===== src/rtl/rjmp_pkg.sv =====
package rjmp_pkg;

   // Condition codes carried in the instruction; order is decoded behaviour.
   typedef enum logic [2:0] {
      CC_ZCLR  = 3'b000,
      CC_ZSET  = 3'b001,
      CC_CCLR  = 3'b010,
      CC_CSET  = 3'b011,
      CC_NSET  = 3'b100,
      CC_SGE   = 3'b101,
      CC_SLT   = 3'b110,
      CC_ALWAYS = 3'b111
   } cond_e;

   typedef struct packed {
      logic z;
      logic c;
      logic n;
      logic v;
   } flags_t;

endpackage


===== src/rtl/rjmp_offset_ext.sv =====
module rjmp_offset_ext #(
   parameter int INSN_W = 16,
   parameter int ADDR_W = 16,
   parameter int OFS_W  = 10,
   parameter int SHIFT  = 1
) (
   input  logic [INSN_W-1:0] insn_i,
   output logic [ADDR_W-1:0] ofs_bytes_o
);

   localparam int EXT_W = ADDR_W - OFS_W;

   logic [OFS_W-1:0]  field;
   logic [ADDR_W-1:0] widened;

   assign field   = insn_i[OFS_W-1:0];
   assign widened = {{EXT_W{field[OFS_W-1]}}, field};

   generate
      if (SHIFT > 0) begin : g_scale
         assign ofs_bytes_o = {widened[ADDR_W-1-SHIFT:0], {SHIFT{1'b0}}};
      end else begin : g_noscale
         assign ofs_bytes_o = widened;
      end
   endgenerate

endmodule


===== src/rtl/rjmp_cond_eval.sv =====
module rjmp_cond_eval
   import rjmp_pkg::*;
(
   input  cond_e  cond_i,
   input  flags_t flags_i,
   output logic   pass_o
);

   logic signed_lt;

   assign signed_lt = flags_i.n ^ flags_i.v;

   always_comb begin
      unique case (cond_i)
         CC_ZCLR:   pass_o = ~flags_i.z;
         CC_ZSET:   pass_o =  flags_i.z;
         CC_CCLR:   pass_o = ~flags_i.c;
         CC_CSET:   pass_o =  flags_i.c;
         CC_NSET:   pass_o =  flags_i.n;
         CC_SGE:    pass_o = ~signed_lt;
         CC_SLT:    pass_o =  signed_lt;
         CC_ALWAYS: pass_o = 1'b1;
         default:   pass_o = 1'b0;
      endcase
   end

endmodule


===== src/rtl/rjmp_target_add.sv =====
module rjmp_target_add #(
   parameter int ADDR_W = 16
) (
   input  logic [ADDR_W-1:0] base_i,
   input  logic [ADDR_W-1:0] delta_i,
   output logic [ADDR_W-1:0] sum_o
);

   // Carry out discarded: address space wraps.
   logic [ADDR_W:0] full;

   assign full  = {1'b0, base_i} + {1'b0, delta_i};
   assign sum_o = full[ADDR_W-1:0];

endmodule


===== src/rtl/rel_jump_unit.sv =====
module rel_jump_unit
   import rjmp_pkg::*;
#(
   parameter int          INSN_W   = 16,
   parameter int          ADDR_W   = 16,
   parameter int          OFS_W    = 10,
   parameter int          SHIFT    = 1,
   parameter int          COND_LSB = 10,
   parameter bit          OUT_REG  = 1'b1,
   parameter logic [15:0] RESET_PC = 16'h0000
) (
   input  logic              clk,
   input  logic              rst_n,
   input  logic [INSN_W-1:0] insn_i,
   input  logic [ADDR_W-1:0] pc_inc_i,
   input  logic              flag_z_i,
   input  logic              flag_c_i,
   input  logic              flag_n_i,
   input  logic              flag_v_i,
   input  logic              jmp_vld_i,
   output logic [ADDR_W-1:0] pc_next_o,
   output logic              taken_o
);

   localparam int COND_W   = 3;
   localparam int COND_MSB = COND_LSB + COND_W - 1;

   generate
      if (OFS_W + SHIFT > ADDR_W) begin : g_bad_ofs
         $error("rel_jump_unit: scaled displacement wider than address");
      end
      if (COND_MSB >= INSN_W) begin : g_bad_cond
         $error("rel_jump_unit: condition field outside instruction");
      end
      if (COND_LSB < OFS_W) begin : g_bad_overlap
         $error("rel_jump_unit: condition field overlaps displacement");
      end
   endgenerate

   logic [ADDR_W-1:0] ofs_bytes;
   logic [ADDR_W-1:0] target;
   logic              cond_pass;
   cond_e             cond;
   flags_t            flags;
   logic [ADDR_W-1:0] pc_sel;
   logic              take;

   assign cond  = cond_e'(insn_i[COND_MSB:COND_LSB]);
   assign flags = '{z: flag_z_i, c: flag_c_i, n: flag_n_i, v: flag_v_i};

   rjmp_offset_ext #(
      .INSN_W (INSN_W),
      .ADDR_W (ADDR_W),
      .OFS_W  (OFS_W),
      .SHIFT  (SHIFT)
   ) u_ext (
      .insn_i      (insn_i),
      .ofs_bytes_o (ofs_bytes)
   );

   rjmp_target_add #(
      .ADDR_W (ADDR_W)
   ) u_add (
      .base_i  (pc_inc_i),
      .delta_i (ofs_bytes),
      .sum_o   (target)
   );

   rjmp_cond_eval u_cond (
      .cond_i  (cond),
      .flags_i (flags),
      .pass_o  (cond_pass)
   );

   assign take   = jmp_vld_i & cond_pass;
   assign pc_sel = take ? target : pc_inc_i;

   generate
      if (OUT_REG) begin : g_reg
         always_ff @(posedge clk or negedge rst_n) begin
            if (!rst_n) begin
               pc_next_o <= ADDR_W'(RESET_PC);
               taken_o   <= 1'b0;
            end else begin
               pc_next_o <= pc_sel;
               taken_o   <= take;
            end
         end
      end else begin : g_comb
         assign pc_next_o = pc_sel;
         assign taken_o   = take;
      end
   endgenerate

endmodule


===== config.mk =====
export PLATFORM = sky130hd
export DESIGN_NAME = rel_jump_unit
export DESIGN_NICKNAME = d
export VERILOG_FILES = /design/src/rtl/rjmp_pkg.sv /design/src/rtl/rjmp_offset_ext.sv /design/src/rtl/rjmp_cond_eval.sv /design/src/rtl/rjmp_target_add.sv /design/src/rtl/rel_jump_unit.sv
export SDC_FILE = /design/constraint.sdc
export NUM_CORES = 1
export LEC_CHECK = 0
export ABC_AREA = 1
export BUFFER_PORTS_ARGS = -buffer_cell sky130_fd_sc_hd__buf_2
export CAP_MARGIN = 20
export CORE_UTILIZATION = 37
export CTS_BUF_LIST = sky130_fd_sc_hd__clkbuf_4 sky130_fd_sc_hd__clkbuf_8
export CTS_CLUSTER_SIZE = 25
export DETAILED_ROUTE_END_ITERATION = 10
export HOLD_SLACK_MARGIN = 0.08
export MAX_ROUTING_LAYER = met4
export PLACE_DENSITY_LB_ADDON = 0.15
export SLEW_MARGIN = 30
export SYNTH_ARGS = -nofsm -noshare
export SYNTH_HDL_FRONTEND = slang
export SYNTH_SLANG_ARGS = --single-unit

===== constraint.sdc =====
create_clock -name clk -period 0.9 [get_ports clk]
set_input_delay 0.18 -clock clk [delete_from_list [all_inputs] [get_ports clk]]
set_output_delay 0.18 -clock clk [all_outputs]
set_load 0.05 [all_outputs]

## Yosys cells after proc, flatten, opt, wreduce, memory -nomap -nowiden

Cells that the tools add are included.

| storage, ports and cells | value |
|---|---|
| register bits | 17 |
| bits of input ports | 39 |
| word-level logic and storage cells | 18 |
| output and inout port bits | 17 |

| operators by class | value |
|---|---|
| bitwise gates (word level) | 5 |
| mux-type cells | 2 |
| equal/unequal tests | 7 |
| reduce and logical (&&, ||, !) cells | 1 |
| add/sub/neg operators | 1 |

Operator list:

| operator | count |
|---|---|
| adder 16 bit | 1 |
| two-way mux 16 bit | 1 |
| == test 3 bit (second input constant) | 4 |
| case mux 1 bit (8 select lines) | 1 |
| == test 3 x 2 -> 1 bit (second input constant) | 2 |
| == test 3 x 1 -> 1 bit (second input constant) | 1 |
| logical NOT 3 bit | 1 |
| NOT 1 bit | 3 |
| AND 1 bit | 1 |
| XOR 1 bit | 1 |

## Depth between registers and ports, before layout

Gate-level depths: netlist of the first run.

| logic depth | value |
|---|---|
| depth in word-level cells | 5 |
| mapped depth | 11 |
| mapped depth without buffers | 11 |

## By module

Synthesis of the first run repeated with hierarchy kept, for this count alone.

| unflattened totals | value |
|---|---|
| cell total of the unflattened synthesis | 286 |
| area total of the unflattened synthesis | 1,864.3 µm² |

By module, submodules not included:

| module | times used | sequential area each (µm²) | cells each | area each (µm²) |
|---|---|---|---|---|
| rjmp_target_add | 1 | 0.0 | 176 | 930.9 |
| rel_jump_unit | 1 | 425.4 | 72 | 720.7 |
| rjmp_offset_ext | 1 | 0.0 | 17 | 123.9 |
| rjmp_cond_eval | 1 | 0.0 | 21 | 88.8 |

## Worst setup path before layout of the first run

Ideal clock, no wire load.

| path | value |
|---|---|
| path kind | input -> register |
| from | input port insn_i[0] |
| to | register pc_next_o[13] |
| path slack | -0.518 ns |
| arrival time | 1.300 ns |
| path buffers | 0 |
| stages | 11 |
| library setup time | 0.117 ns |
| data required time | 0.783 ns |
| path through | ha_1 > inv_1 > fa_1 > inv_1 > nand3_1 > nand3_1 > nand3_1 > nand3_1 > nand2_1 > nand3_1 > nand2_1 |

| on the way | value |
|---|---|
| cells in the longest elaborated chain, start to end | 2 |

RTL lines:

| element | RTL line | RTL |
|---|---|---|
| start, declared | rel_jump_unit.sv:14 | `input logic [INSN_W-1:0] insn_i,` |
| adder 16 bit | rjmp_target_add.sv:12 | `assign full = {1'b0, base_i} + {1'b0, delta_i};` |
| two-way mux 16 bit | rel_jump_unit.sv:76 | `assign pc_sel = take ? target : pc_inc_i;` |
| named net pc_sel[13] | rel_jump_unit.sv:45 | `logic [ADDR_W-1:0] pc_sel;` |
| end signal, assigned | rel_jump_unit.sv:82 | `pc_next_o <= ADDR_W'(RESET_PC);` |
| end signal, assigned | rel_jump_unit.sv:85 | `pc_next_o <= pc_sel;` |
| end, declared | rel_jump_unit.sv:21 | `output logic [ADDR_W-1:0] pc_next_o,` |

The timed path passes the listed nets, and every way through them passes these cells.

## Final worst setup path of the first run

| path | value |
|---|---|
| from | input port pc_inc_i[1] |
| to | register pc_next_o[9] |

| on the way | value |
|---|---|
| cells in the longest elaborated chain, start to end | 2 |

RTL lines:

| element | RTL line | RTL |
|---|---|---|
| start, declared | rel_jump_unit.sv:15 | `input logic [ADDR_W-1:0] pc_inc_i,` |
| adder 16 bit | rjmp_target_add.sv:12 |  |
| two-way mux 16 bit | rel_jump_unit.sv:76 |  |
| named net pc_sel[9] | rel_jump_unit.sv:45 |  |

The timed path passes the listed nets, and every way through them passes these cells.

==> out/results.ini, run 1 <==
[run_status]
outcome = finished with violations
failed_checks = setup timing

[clocking]
clkSlewWorstSetupHoldPaths_ps = 70
cts_tree = built
cts-root-buf = clkbuf_8
cts-root-to-sink-buffers = 2
ctsHtreeMaxLevel = 1
tritoncts.num_buffers = 3
cts.sink_count = 17

[layout]
layout-drive-gt1-share_pct = 44.7
post-route-util_pct = 66.0
nFillCells = 347
post-route-cell-area_sq_um = 2660
nNetsFinal = 384
stdcell_count = 379
syn2layout_area_growth_pct = 70.7
insertedDiodeCount = 0

[run]
max-cap-violations = 0

[power_and_ir_drop]
ir_drop_v = 0.000477
reported_leakage_power_nw = 1.43
power_mw = 3.35
power_density_nw_per_um2 = 1260

[timing]
final_min_period_over_clock_period_pct = 136
finalWorstSetupSlack_ps = -322
fmax_ghz = 0.818
timing_max_transition_violations_final = 0
rsz_0062_raised_after_global_routing = yes
layout_min_cycle_time_ps = 1220
final_setup_violation_count = 32
worstMarginPinSlew_ps = 384
tns_ps = -3870
max_slew_headroom_pct = 74.4
timing.hold.ws_ps = 131
hold_viol = 0

[die]
ios = 56
floorplan.rows = 23
initial_core_util_pct = 38.6
die-area_sq_um = 4470
floorplan.die.width_um = 66.9
placeableCoreArea_sq_um = 4030
floorplan.die.height_um = 66.9

[synthesis]
synth.largest_area_cell = dfrtp_1
ys_ff_latch = 17
ys_top_cells_by_area = dfrtp_1, nand2_1, ha_1
yosysWarnings = 0
syn-num-nets = 297
netlist.area_leader.share_pct = 27.3
postSynthAreaPerCell_sq_um = 6.41
synth_seq_area_share_pct = 27.3
netlist_area_sq_um = 1560
synth_cell_type_count = 18
synth_cells = 243

[drt]
route.vias.total = 1712
wl_per_cell_um = 11.1
routed_wirelength_mm = 4.21
avgViaCountPerCell = 4.52
first_iter_violations = 79
drc = 0
ant_nets = 0
firstDrtPassIters = 4

[global_routing]
grt_pass1_wl_mm = 6.86
grt.overflow.total = 0
antenna_found_initial = 0
grt_start_max_net_pins = 22
first_global_vias = 1582
globalRouteTotalUtil_pct = 21.1

[setup_path]
kind_of_cell_adding_the_most_delay_to_the_critical_path = adder cells
cp.arrival_ps = 1420
critical-path-max-stage-delay_ps = 340
timing.critical_path.from_type = input pin
required_ps = 1090
crit_path_frequent_cell = nand2_1
critical_path.n_buffers_inverters = 3
slowest_stage_cell_cp = fa_2
critical_path_class = input pin to register
critical_path.cell_chain = buf_8 -> ha_4 -> inv_2 -> fa_2 -> inv_2 -> nand3_2 -> nand3_4 -> nand2_1 -> nand2_2 -> xor2_1 -> nand2_1 -> nand2_1
timing.critical_path.fanout_max = 3
critical_path.endpoint_type = register

[placed_design]
placedCellCount = 366
dp_slack_ps = -664
port_buffer_count = 52
gp_congestion = 0.841
hpwlAfterDp_mm = 3.33
dpl_cell_area_sq_um = 2250

[min_path]
hold_path.class = input pin to register
hold_path_startpoint = pc_inc_i[1]
hold_path_end = pc_next_o[1]
hold-path-cell-count = 3

-- synth_stat cells --
master,n
a21oi_1,8
buf_4,1
buf_6,2
dfrtp_1,17
fa_1,1
ha_1,14
inv_1,45
inv_2,1
nand2_1,104
nand3_1,17
nand3b_1,4
nand4_1,2
nor2_1,11
nor2_2,1
o21ai_0,1
o21ai_2,6
xnor2_1,5
xor2_1,3
-- worst max path at each step --
stage               cells after the start             to  slack [ps]         from
global route                           12   pc_next_o[9]        -430  pc_inc_i[1]
CTS                                    12   pc_next_o[9]        -320  pc_inc_i[1]
finish                                 12   pc_next_o[9]        -320  pc_inc_i[1]
detailed placement                     12   pc_next_o[9]        -660  pc_inc_i[1]
global placement                        8  pc_next_o[15]        -600    insn_i[9]
floorplan                              11   pc_next_o[9]        -410    insn_i[0]
-- worst min-delay path, cell delays in order --
cell and delay (ps):
buf_8 80, nand2_1 40, nand2_1 40
-- state kept, by name (all words and copies together), names as in the netlist --
name	flops
taken_o	1
pc_next_o	16
-- final cells by class --
cell class              count  area, sq um  share of cell area [%]
well taps                  50         62.6                    2.35
repair buffers             85          676                    25.4
multi-input cells         177         1250                    46.9
flip-flops and latches     17          425                    16.0
inverters                  46          198                    7.44
clock buffers               4         48.8                    1.84
-- repair_timing --
item                                   4_1_cts  5_1_grt
setup buffers                                6        1
setup endpoints to repair                   32       32
gates resized for setup                     72        6
hold buffers                                 2        0
endpoints found under the hold margin       18        0
pin swaps                                   15        4
-- per-layer routing --
layer / share of wire, % / vias up / wire length (um) / track usage, %
met3: 5.9 / 4 / 248 / 2.23
met5: 0 / - / 0 / -
met1: 45 / 742 / 1910 / 26.6
li1: - / 916 / - / -
met2: 48 / 50 / 2020 / 35.9
met4: 0.69 / 0 / 29 / 5.05
-- placed cells by master (no fill, tap or decap), types with 5 or more instances in the layout --
master / n
nand2_1: 89
a21oi_2: 5
dfrtp_1: 17
buf_4: 27
nand3_1: 12
nand2_2: 15
nor2_1: 6
buf_2: 31
o21ai_2: 6
inv_1: 41
buf_6: 22
ha_4: 14
-- logic make-up after synthesis --
group | Yosys count | synth area share, %
DFF | 17 | 27.3
and+or+nand+nor | 139 | 36.3
xor gates and xnor gates | 8 | 4.50
buffers and inverters | 49 | 13.0
AOI/OAI and AO/OA | 15 | 6.27
adders and majority gates | 15 | 12.5
-- power by group --
group	switching, mW	internal [mW]	total (mW)	leakage (nW)
clock network	0.256	0.344	0.600	0.0262
logic	1.03	0.816	1.85	1.20
registers	0.0460	0.859	0.905	0.203
Power figures use the tool's default switching activity.
==> run 2, diff against run 1 <==
- clock period: 0.9 -> 1.2 ns (I/O delays scaled with it)
==> run 2 against run 1 <==
  * The flow still finishes with violations (setup timing)
  * Final cell count decreased by 2.1%
  * Setup slack improved by 270 ps
  * Non-clock buffer count decreased by 8
  * Largest power group unchanged
  * Via count decreased by 2.9%
  * Critical path depth unchanged
  * Combinational power decreased by 34%
  * First-iteration DRC count increased by 13%
  * Utilization decreased by 5.8 points
  * Power decreased by 31%
  * Critical path type unchanged
  * Count of clock-buffer cells in the layout unchanged
==> out/results.ini, run 2 (same netlist as run 1, synthesis figures left out) <==
[run_status]
outcome = finished with violations
failed_checks = setup timing

[timing]
tns_ps = -129
timing_max_transition_violations_final = 0
timing.hold.ws_ps = 94.2
final_min_period_over_clock_period_pct = 105
rsz_0062_raised_after_global_routing = yes
hold_viol = 0
worstMarginPinSlew_ps = 351
layout_min_cycle_time_ps = 1250
fmax_ghz = 0.797
final_setup_violation_count = 5
max_slew_headroom_pct = 76.6
finalWorstSetupSlack_ps = -54.0

[min_path]
hold_path.class = input pin to register
hold_path_startpoint = pc_inc_i[0]

[clocking]
clkSlewWorstSetupHoldPaths_ps = 60
cts_tree = built
tritoncts.num_buffers = 3
cts-root-buf = clkbuf_8
ctsHtreeMaxLevel = 1
cts.sink_count = 17
cts-root-to-sink-buffers = 2

[layout]
insertedDiodeCount = 0
nFillCells = 382
registers.top_by_ff_count = pc_next_o
nNetsFinal = 376
largest_register_ff_count = 16
layout_common_cells = nand2_1, buf_2, inv_1
syn2layout_area_growth_pct = 55.6
layout-drive-gt1-share_pct = 42.7
reg.largest.list = pc_next_o: 16 flops, taken_o: 1 flops
total_area_of_multi_input_combinational_cells_sq_um = 1230
layout.cells.most_common = nand2_1
sequential_cell_area_sq_um = 425

[global_routing]
antenna_found_initial = 0
grt.overflow.total = 0
grt_start_max_net_pins = 22
grt_pass1_wl_mm = 6.31
globalRouteTotalUtil_pct = 19.3
first_global_vias = 1538

[setup_path]
worst_setup_path_startpoint = pc_inc_i[1]
timing.critical_path.fanout_max = 3
critical_path_class = input pin to register
required_ps = 1340
timing.critical_path.to = pc_next_o[13]
timing.critical_path.from_type = input pin
critical_path.endpoint_type = register
cp.arrival_ps = 1390

[power_and_ir_drop]
reported_leakage_power_nw = 1.34
power_mw = 2.32
power.sequential.fraction_pct = 28.4
power.switching_fraction_pct = 40.8
power.share.clock_pct = 18.9
power_density_nw_per_um2 = 956
cell_internal_pwr_mw = 1.37
share_comb_of_total_power_pct = 52.8
ir_drop_v = 0.000334
net-switching-power_mw = 0.945

[placed_design]
port_buffer_count = 52
hpwlAfterDp_mm = 3.13
gp_congestion = 0.810

[die]
die-area_sq_um = 4470
floorplan.die.height_um = 66.9
initial_core_util_pct = 38.6
placeableCoreArea_sq_um = 4030
ios = 56
floorplan.rows = 23
floorplan.die.width_um = 66.9

[drt]
first_iter_violations = 89
drc = 0
route.vias.total = 1663
wl_per_cell_um = 10.4
routed_wirelength_mm = 3.84
firstDrtPassIters = 4
ant_nets = 0
avgViaCountPerCell = 4.48

[run]
max-cap-violations = 0

run 2: cell count changes in the layout (fill, tap and decap cells not counted), sizes merged:
| cell | previous run | this run |
|---|---|---|
| buf | 83 | 76 |
| dlygate4sd3 | 2 | 1 |
run 2: timing repair:
action,CTS,global route
endpoints found under the hold margin,17,0
pin swaps,9,9
hold buffers,1,0
endpoints found under the setup margin,8,15
setup buffers,4,2
resized for setup,13,25
run 2: how the worst min path moves through the flow:
stage / depth (start not counted) / slack, ps / end
global placement: 1 / 170 / pc_next_o[4]
finish: 1 / 90 / pc_next_o[0]
floorplan: 0 / -60 / pc_next_o[0]
CTS: 1 / 90 / pc_next_o[0]
detailed placement: 1 / 170 / pc_next_o[4]
global route: 1 / 80 / pc_next_o[0]
run 2: critical path, stage by stage:
cell and delay (ps):
buf_8 80, ha_4 130, inv_2 30, fa_2 340, inv_2 70, nand3_2 60
nand3_2 100, nand3_2 90, nand3_2 60, nand2_1 50, nand3_1 70, nand2_1 70
run 2: power by group through the flow:
stage / clock network [mW] / registers (mW) / logic, mW
2_1_floorplan: 0 / 0.932 / 0.521
6_report: 0.437 / 0.657 / 1.22
4_1_cts: 0.454 / 0.657 / 1.17
5_1_grt: 0.473 / 0.664 / 1.35
3_5_place_dp: 0 / 0.668 / 1.12
3_3_place_gp: 0 / 0.666 / 1.11
run 2: per-stage QoR:
step,cell area [sq um],setup slack (ps),cells,utilization [%]
floorplan,1750,-167,243,-
finish,2420,-54.0,371,60.1
global route,2420,-150,371,60.1
global placement,2180,-388,360,54.1
CTS,2320,-50.0,369,57.5
detailed placement,2180,-379,360,54.1
run 2: layer usage:
| metal | GRT usage [%] | up-vias | wire [um] |
|---|---|---|---|
| li1 | - | 895 | - |
| met1 | 25.6 | 718 | 1890 |
| met2 | 29.7 | 43 | 1720 |
| met3 | 0.856 | 7 | 162 |
| met4 | 9.57 | 0 | 72 |
| met5 | - | - | 0 |
run 2: final cells by class:
| type | instances | area share, % |
|---|---|---|
| inverters | 46 | 7.23 |
| clock buffers | 4 | 2.01 |
| repair buffers | 77 | 19.7 |
| well taps | 50 | 2.58 |
| multi-input cells | 177 | 50.9 |
| flip-flops and latches | 17 | 17.6 |
